## src/rtl/vclk_pkg.sv

```systemverilog
package vclk_pkg;

    typedef enum logic {
        SEL_HOLD = 1'b0,
        SEL_PEND = 1'b1
    } sel_state_e;

    typedef enum logic {
        OUT_IDLE = 1'b0,
        OUT_RUN  = 1'b1
    } out_state_e;

endpackage

```

## src/rtl/vclk_phase_ctr.sv

```systemverilog
module vclk_phase_ctr #(
    parameter int CNT_W = 5
) (
    input  logic             clk_i,
    input  logic             rst_i,
    output logic [CNT_W-1:0] cnt_o,
    output logic [CNT_W-1:0] cnt_next_o,
    output logic             wrap_o
);

    localparam logic [CNT_W-1:0] CNT_TOP = '1;

    always_comb begin
        if (rst_i) begin
            cnt_next_o = '0;
        end else begin
            cnt_next_o = cnt_o + CNT_W'(1);
        end
        wrap_o = (cnt_o == CNT_TOP) && !rst_i;
    end

    always_ff @(posedge clk_i) begin
        cnt_o <= cnt_next_o;
    end

endmodule

```

## src/rtl/vclk_sel_fsm.sv

```systemverilog
module vclk_sel_fsm
    import vclk_pkg::*;
#(
    parameter int SEL_W = 2,
    parameter int CNT_W = 5
) (
    input  logic             clk_i,
    input  logic             rst_i,
    input  logic             wrap_i,
    input  logic [SEL_W-1:0] sel_req_i,
    input  logic [CNT_W-1:0] cnt_i,
    output logic [SEL_W-1:0] sel_act_o,
    output logic [SEL_W-1:0] sel_next_o
);

    sel_state_e       state_q, state_d;
    logic [SEL_W-1:0] sel_act_q;

    assign sel_act_o = sel_act_q;

    // next live ratio: loaded in reset and at the wrap only
    always_comb begin
        if (rst_i || wrap_i) begin
            sel_next_o = sel_req_i;
        end else begin
            sel_next_o = sel_act_q;
        end
    end

    always_comb begin
        state_d = state_q;
        unique case (state_q)
            SEL_HOLD: begin
                if (!wrap_i && (sel_req_i != sel_act_q)) begin
                    state_d = SEL_PEND;
                end
            end
            SEL_PEND: begin
                if (wrap_i || (sel_req_i == sel_act_q)) begin
                    state_d = SEL_HOLD;
                end
            end
            default: state_d = SEL_HOLD;
        endcase
    end

    always_ff @(posedge clk_i) begin
        if (rst_i) begin
            state_q <= SEL_HOLD;
        end else begin
            state_q <= state_d;
        end
        sel_act_q <= sel_next_o;
    end

    AST_SEL_AT_WRAP: assert property (@(posedge clk_i) disable iff (rst_i)
        !$stable(sel_act_q) |-> (cnt_i == '0));

    AST_PEND_COMMITS: assert property (@(posedge clk_i) disable iff (rst_i)
        (state_q == SEL_PEND && wrap_i) |=>
            (state_q == SEL_HOLD && sel_act_q == $past(sel_req_i)));

endmodule

```

## src/rtl/vclk_out_gen.sv

```systemverilog
module vclk_out_gen
    import vclk_pkg::*;
#(
    parameter int CNT_W = 5,
    parameter int SEL_W = 2
) (
    input  logic             clk_i,
    input  logic             rst_i,
    input  logic             mux2_i,
    input  logic [CNT_W-1:0] cnt_next_i,
    input  logic [SEL_W-1:0] sel_next_i,
    output logic             load_o,
    output logic             phase_o,
    output logic             prog_o
);

    localparam int N_TAP = 2 ** SEL_W;

    out_state_e       state_q, state_d;
    logic             mode_q;
    logic [N_TAP-1:0] taps;

    // tap g gives divide by 2^(g+2)
    for (genvar g = 0; g < N_TAP; g++) begin : g_tap
        assign taps[g] = cnt_next_i[g+1];
    end

    always_comb begin
        state_d = state_q;
        unique case (state_q)
            OUT_IDLE: if (!rst_i) state_d = OUT_RUN;
            OUT_RUN:  if (rst_i)  state_d = OUT_IDLE;
            default:  state_d = OUT_IDLE;
        endcase
    end

    always_ff @(posedge clk_i) begin
        state_q <= state_d;
    end

    always_ff @(posedge clk_i) begin
        if (rst_i) begin
            mode_q  <= 1'b0;
            load_o  <= 1'b0;
            phase_o <= 1'b0;
            prog_o  <= 1'b0;
        end else begin
            mode_q  <= mux2_i;
            load_o  <= mux2_i ? ~cnt_next_i[0] : 1'b1;
            phase_o <= mux2_i & cnt_next_i[0];
            prog_o  <= taps[sel_next_i];
        end
    end

    AST_PAIR_OPPOSED: assert property (@(posedge clk_i) disable iff (rst_i)
        (state_q == OUT_RUN && mode_q) |-> (load_o != phase_o));

    AST_SINGLE_RATE: assert property (@(posedge clk_i) disable iff (rst_i)
        (state_q == OUT_RUN && !mode_q) |-> (load_o && !phase_o));

    AST_LOAD_TOGGLE: assert property (@(posedge clk_i) disable iff (rst_i)
        (state_q == OUT_RUN && $past(state_q) == OUT_RUN && mode_q && $past(mode_q))
            |-> (load_o != $past(load_o)));

endmodule

```

## src/rtl/vclk_divider.sv

```systemverilog
module vclk_divider #(
    parameter int CNT_W = 5,
    parameter int SEL_W = 2
) (
    input  logic             clk_i,
    input  logic             rst_i,
    input  logic             mux2_i,
    input  logic [SEL_W-1:0] div_sel_i,
    output logic             load_clk_o,
    output logic             prog_clk_o,
    output logic             pix_phase_o
);

    logic [CNT_W-1:0] cnt, cnt_next;
    logic             wrap;
    logic [SEL_W-1:0] sel_act, sel_next;

    vclk_phase_ctr #(.CNT_W(CNT_W)) i_ctr (
        .clk_i      (clk_i),
        .rst_i      (rst_i),
        .cnt_o      (cnt),
        .cnt_next_o (cnt_next),
        .wrap_o     (wrap)
    );

    vclk_sel_fsm #(.SEL_W(SEL_W), .CNT_W(CNT_W)) i_sel (
        .clk_i      (clk_i),
        .rst_i      (rst_i),
        .wrap_i     (wrap),
        .sel_req_i  (div_sel_i),
        .cnt_i      (cnt),
        .sel_act_o  (sel_act),
        .sel_next_o (sel_next)
    );

    vclk_out_gen #(.CNT_W(CNT_W), .SEL_W(SEL_W)) i_out (
        .clk_i      (clk_i),
        .rst_i      (rst_i),
        .mux2_i     (mux2_i),
        .cnt_next_i (cnt_next),
        .sel_next_i (sel_next),
        .load_o     (load_clk_o),
        .phase_o    (pix_phase_o),
        .prog_o     (prog_clk_o)
    );

    AST_PROG_LOW_AT_ZERO: assert property (@(posedge clk_i) disable iff (rst_i)
        (cnt == '0) |-> !prog_clk_o);

    AST_PROG_RISE_EVEN: assert property (@(posedge clk_i) disable iff (rst_i)
        $rose(prog_clk_o) |-> !cnt[0]);

    AST_SEL_LEGAL: assert property (@(posedge clk_i) disable iff (rst_i)
        wrap |=> (sel_act == $past(div_sel_i)));

endmodule

```

## config.mk

```make
export PLATFORM = sky130hd
export DESIGN_NAME = vclk_divider
export DESIGN_NICKNAME = d
export VERILOG_FILES = /design/src/rtl/vclk_pkg.sv /design/src/rtl/vclk_phase_ctr.sv /design/src/rtl/vclk_sel_fsm.sv /design/src/rtl/vclk_out_gen.sv /design/src/rtl/vclk_divider.sv
export SDC_FILE = /design/constraint.sdc
export NUM_CORES = 1
export LEC_CHECK = 0
export BUFFER_PORTS_ARGS = -buffer_cell sky130_fd_sc_hd__buf_4
export CAP_MARGIN = 20
export CORE_AREA = 5 5 42 44
export CTS_BUF_LIST = sky130_fd_sc_hd__clkbuf_8
export DETAILED_ROUTE_END_ITERATION = 6
export DIE_AREA = 0 0 47 49
export PLACE_DENSITY = 0.49
export SETUP_SLACK_MARGIN = 0.2
export SYNTH_ARGS = -nofsm -noshare
export SYNTH_HDL_FRONTEND = slang
export SYNTH_SLANG_ARGS = --single-unit
```

## constraint.sdc

```tcl
create_clock -name clk_i -period 2.5 [get_ports clk_i]
set_input_delay 0.125 -clock clk_i [delete_from_list [all_inputs] [get_ports clk_i]]
set_output_delay 0.125 -clock clk_i [all_outputs]
set_load 0.01 [all_outputs]
```

==> results of run 1 <==
[kinds of logic after synthesis]
logic type / after synthesis / share of synthesized area (%)
DFF: 10 / 52.8
and+or+nand+nor: 10 / 14.9
xor gates and xnor gates: 2 / 4.62
muxes: 3 / 9.24
AOI/OAI and AO/OA: 3 / 6.93
adders and majority gates: 2 / 6.60
buffers and inverters: 3 / 4.95
[layout make-up]
type	instances	area (µm²)
inverter	2	7.51
clock buffer	4	55.1
timing repair buffer	7	52.6
multi-input combinational	20	160
tap	16	20.0
sequential	10	200
fill	150	906
[where the power goes]
part | internal (µW) | switching [µW] | total (µW)
sequential | 171 | 5.11 | 176
combinational | 20.3 | 17.3 | 37.7
clock | 138 | 60.6 | 199
[routing by layer]
metal | share of wire [%] | global-route usage (%) | vias up | routed length [µm]
met4 | 3.0 | 8.29 | 0 | 19
met3 | 4.9 | 2.21 | 2 | 31
met2 | 46 | 9.50 | 4 | 293
met5 | 0 | 0 | - | 0
met1 | 46 | 8.26 | 108 | 289
li1 | - | - | 132 | -
[cells in the mapped netlist (all sizes together)]
library cell  instances  share of area, %
a211oi                1               2.0
a221oi                1               2.3
and2                  1               1.7
and2b                 1               2.3
and3                  1               1.7
buf                   1               3.0
dfxtp                10                53
ha                    2               6.6
inv                   2               2.0
mux2                  1               4.0
mux2i                 2               5.3
nand3                 1               1.3
nor2                  6               7.9
o32a                  1               2.6
xnor2                 1               2.3
xor2                  1               2.3
[registers in the layout, indices dropped and copies added (netlist names)]
register,flops
i_ctr.cnt_o,5
i_sel.sel_act_o,2
i_out.load_o,1
i_out.phase_o,1
i_out.prog_o,1
[worst max-delay path by stage]
stage / from / endpoint / cells past startpoint
detailed placement: i_ctr.cnt_o[0] / i_out.prog_o / 7
global route: i_ctr.cnt_o[0] / i_out.prog_o / 7
CTS: i_ctr.cnt_o[0] / i_out.prog_o / 7
floorplan: i_ctr.cnt_o[0] / i_out.prog_o / 7
global placement: i_ctr.cnt_o[0] / i_out.prog_o / 7
finish: i_ctr.cnt_o[0] / i_out.prog_o / 7
[worst max-delay path, stage by stage (launching register included)]
cell	delay (ps)
dfxtp_1	320
ha_1	230
and3_1	200
ha_1	230
nor2_4	150
mux2_4	320
a221oi_1	280
a211oi_1	80
[per-stage QoR]
step           power [µW]  worst slack (ps)
2_1_floorplan         203               676
3_3_place_gp          215               614
3_5_place_dp          218               563
4_1_cts               419               547
5_1_grt               431               467
6_report              413               566
==> summary.md, run 1 <==
| Metric | Value |
|---|---|
| Final Cycle Share | 77.4% |
| Worst r2r src | i_ctr.cnt_o[0] |
| Pins over their slew limit | 0 |
| Crit path kind | flop to flop |
| Worst hold slack | 121 ps |
| DRT Wirelength | about 630 µm |
| Resized cells post-CTS | 0 |
| Reg2reg setup slack | 570 ps |
| Top Ports | 8 |
| GPL Wtd Cong | 0.770 |
| Share of cells above drive strength 1 | about 33% |
| Final hold vios | 0 |
| DR DRC count | 0 |
| P per Cell Area | 833 nW/µm² |
| Sequential area share after synthesis | 52.8% |
| Worst-case headroom to the max-slew limit | 83.1% |
| Commonest non-fill, non-tap cell in the layout | dfxtp_1 |
| Hold Path Origin | mux2_i |
| Setup_tns | 0 ps |
| Cell leakage power | 0.000229 µW |
| Rows | 14 |
| Nets | 51 |
| Hold Path Stages | 2 |
| CTS Buf Count | 3 |
| Placeable Area | between 1000 and 1500 µm² |
| Die X | 47 µm |
| Pre-antenna DRT Iters | 1 |
| Starting Density | 27.1% |
| Cells after DPL | 55 |
| Vias per inst | 4.17 |
| Post-Syn Nets | 40 |
| Port buffer count | 7 |
| Worst skew pair latency | around 230 ps |
| Synthesized flop and latch total | 10 |
| First-pass GRT wire length | roughly 1100 µm |
| Startpoint types | flop |
| Area Growth Syn to Fin | 30.7% |
| Worst flop-to-flop path endpoint | i_out.prog_o |
| ANT nets after route | 0 |
| Initial antenna violation count | 0 |
| Via Count | 246 |
| Avg Inst Size Synth | about 11 µm² |
| CTS root buf | clkbuf_8 |
| Worst clock skew | 2.11 ps |
| Most frequent cells in the layout | 10 x dfxtp_1, 7 x buf_4, 5 x nor2_1 |
| Clock Sinks | 10 |
| Crit. End Element | flop |
| CTS clk-pin slew, worst paths | about 50 ps |
| Critical Path RT | 2610 ps |
| Finish-stage setup viols | 0 |
| Final std cells w/o fill | just under 60 |
| Die ar. | 2300 µm² |
| RSZ-0062 raised after global routing | no |
| Synth unique cells | 17 |
| Maximum buffer depth of the clock tree | 2 |
| Maximum vdd drop | between 0.0002 and 0.0003 V |
| CP max FO | 3 |
| Postcts setup bufs | 0 |
| Final min period | between 1500 and 2000 ps |
| WP data arrival | 2040 ps |
| CTS tree | yes |
| Cell depth of the worst flop-to-flop path | 7 |
| Drt initial violations | 0 |
| Slew @ Worst Pin | 247 ps |
| Core Util, Final | between 30% and 40% |
| Status | finished, final reports clean |
| WL per Instance | 10.7 µm |
| Dpl cell area | 440 µm² |
| Overall Global Routing Usage | under 10% |
| Die Y | 49 µm |
| Hold Crit Class | input port to flop |
| Number of global-route vias before repair | roughly 270 |
| Hold bufs inserted after CTS | 0 |
| Max cap viols | 0 |
| Final instance area | 495 µm² |
| Remaining Overflow, GRT | 0 |
| Post-Synthesis Cells | 33 |
| Fmax | 517 MHz |
| WHS Endpoint | i_out.phase_o |
| Mapped Area | 379 µm² |
| Htree depth | 1 |
| Synth warnings | 0 |
| # diodes | 0 |
| Largest net degree at the start of global routing | 10 |
Power figures use the tool's default switching activity.
==> run 2: changes to the inputs <==
==> constraint.sdc (replaced) <==
create_clock -name clk_i -period 1.8 [get_ports clk_i]
set_input_delay 0.09 -clock clk_i [delete_from_list [all_inputs] [get_ports clk_i]]
set_output_delay 0.09 -clock clk_i [all_outputs]
set_load 0.01 [all_outputs]
==> run 2 against run 1 <==
Flip-flop and latch count stayed put. Clock skew is 1.6 ps lower. Highest routed layer unchanged. Critical path type unchanged. Largest cell class unchanged. Via count is 7.3% higher.
==> summary.md, run 2 (synthesis gave the netlist of run 1 again) <==
| Metric | Value |
|---|---|
| Via Count | 264 (+7.3%) |
| Worst skew pair latency | 230 ps (about the same) |
| Worst-case headroom to the max-slew limit | 80.1% (-2.9 points) |
| Most frequent cells in the layout | 8 x dfxtp_1, 7 x buf_4, 5 x nor2_1 |
| Postcts setup bufs | 0 (unchanged) |
| Seq. cell area | 203 µm² (+1.2%) |
| Nets | 51 (unchanged) |
| # diodes | 0 (unchanged) |
| WP data arrival | 1810 ps (-230 ps) |
| Vias per inst | 4.55 (+9.2%) |
| Maximum vdd drop | 0.000494 V (+69%) |
| Area Growth Syn to Fin | 37.3% |
| Share of cells above drive strength 1 | 45.2% (+13 points) |
| CTS tree | yes |
| Hold Crit Class | input port to flop |
| Design Power | 524 µW (+27%) |
| CP max FO | 3 (unchanged) |
| Hold Path Stages | 2 (unchanged) |
| Number of global-route vias before repair | 257 (-4.1%) |
| Placeable Area | 1400 µm² (unchanged) |
| Slew @ Worst Pin | 290 ps (+42.5 ps) |
| Top Ports | 8 (unchanged) |
| Final min period | 1670 ps (-265 ps) |
| Status | finished, final reports clean |
| Maximum buffer depth of the clock tree | 2 (unchanged) |
| CTS Buf Count | 3 (unchanged) |
| Cell depth of the worst flop-to-flop path | 7 (unchanged) |
| GPL Wtd Cong | 0.703 (-8.6%) |
| Finish-stage setup viols | 0 (unchanged) |
| Critical Path RT | 1940 ps (-670 ps) |
| CTS clk-pin slew, worst paths | 40 ps (about the same) |
| Final Cycle Share | 92.7% (+15 points) |
| Crit path kind | flop to flop |
| Final hold vios | 0 (unchanged) |
| Overall Global Routing Usage | 7.04% (-0.25 points) |
| Drt initial violations | 2 (+2) |
| Pre-antenna DRT Iters | 2 (+1) |
| Hold bufs inserted after CTS | 0 (unchanged) |
| Crit. End Element | flop |
| Resized cells post-CTS | 0 (unchanged) |
| Cell leakage power | 0.000219 µW (-4.4%) |
| DR DRC count | 0 (unchanged) |
| WL per Instance | 11.0 µm (+3.0%) |
| ANT nets after route | 0 (unchanged) |
| Clock Sinks | 10 (unchanged) |
| Die Y | 49 µm (unchanged) |
| Worst clock skew | 0.542 ps (-1.56 ps) |
| DRT Wirelength | 640 µm (+1.3%) |
| Remaining Overflow, GRT | 0 (unchanged) |
| First-pass GRT wire length | 1020 µm (-8.0%) |
| Multi-input gate area | 196 µm² (+23%) |
| Commonest non-fill, non-tap cell in the layout | dfxtp_1 |
| Port buffer count | 7 (unchanged) |
| Rows | 14 (unchanged) |
| Setup_tns | 0 ps (unchanged) |
| Startpoint types | flop |
| Top reg by flops | i_ctr.cnt_o |
| # fillers | 149 (-0.67%) |
| Htree depth | 1 (unchanged) |
| Max cap viols | 0 (unchanged) |
| Fmax | 599 MHz (+16%) |
| Die ar. | 2300 µm² (unchanged) |
| Largest net degree at the start of global routing | 10 (unchanged) |
| P per Cell Area | 1010 nW/µm² (+21%) |
| Starting Density | 27.1% (unchanged) |
| Die X | 47 µm (unchanged) |
| RSZ-0062 raised after global routing | yes |
| Detailed Place HPWL | between 500 and 600 µm |
| Pins over their slew limit | 0 (unchanged) |
| CTS root buf | clkbuf_8 |
| Max reg flops | 5 (unchanged) |
| Initial antenna violation count | 0 (unchanged) |
-- run 2: area by class of cell --
class | count | area share (%)
Inverter | 2 | 1.44
Tap cell | 16 | 3.85
Sequential cell | 10 | 38.9
Multi-Input combinational cell | 20 | 37.7
Timing Repair Buffer | 7 | 10.1
Clock buffer | 3 | 7.93
-- run 2: final timing paths --
check,startpoint,to,slack [ps]
max reg2reg,i_ctr.cnt_o[0],i_out.prog_o,130
min reg2reg,i_ctr.cnt_o[0],i_ctr.cnt_o[0],450
max,i_ctr.cnt_o[0],i_out.prog_o,130
min,mux2_i,i_out.phase_o,80
-- run 2: routing by layer --
| metal | global-route usage, % | vias up | part of all wire (%) |
|---|---|---|---|
| li1 | - | 133 | - |
| met1 | 5.93 | 120 | 39 |
| met2 | 9.73 | 8 | 50 |
| met3 | 3.32 | 3 | 5.3 |
| met4 | 9.68 | 0 | 5.6 |
| met5 | 0 | - | 0 |
-- run 2: per-stage QoR --
stage / instance area (µm²) / worst slack (ps) / std cells / utilization, % / hold WS, ps
2_1_floorplan: 418 / 194 / 33 / - / 235
3_3_place_gp: 479 / 150 / 55 / 34.2 / 320
3_5_place_dp: 479 / 134 / 55 / 34.2 / 321
4_1_cts: 520 / 116 / 58 / 37.1 / 77.8
5_1_grt: 520 / 72.5 / 58 / 37.1 / 85.6
6_report: 520 / 131 / 58 / 37.1 / 84.6
-- run 2: report_power, final --
part | leakage, µW | internal (µW) | total [µW] | switching, µW
Sequential | 0.0000832 | 239 | 248 | 9.37
Combinational | 0.000114 | 30.8 | 56.0 | 25.1
Clock | 0.0000216 | 145 | 220 | 74.9
-- run 2: worst max-delay path, cell delays in order, from the launching register on --
cell and delay [ps]:
dfxtp_2 330, ha_4 160, and3_4 150, ha_4 170, nor2_4 100, mux2_4 330
o32a_1 160, a211oi_1 200
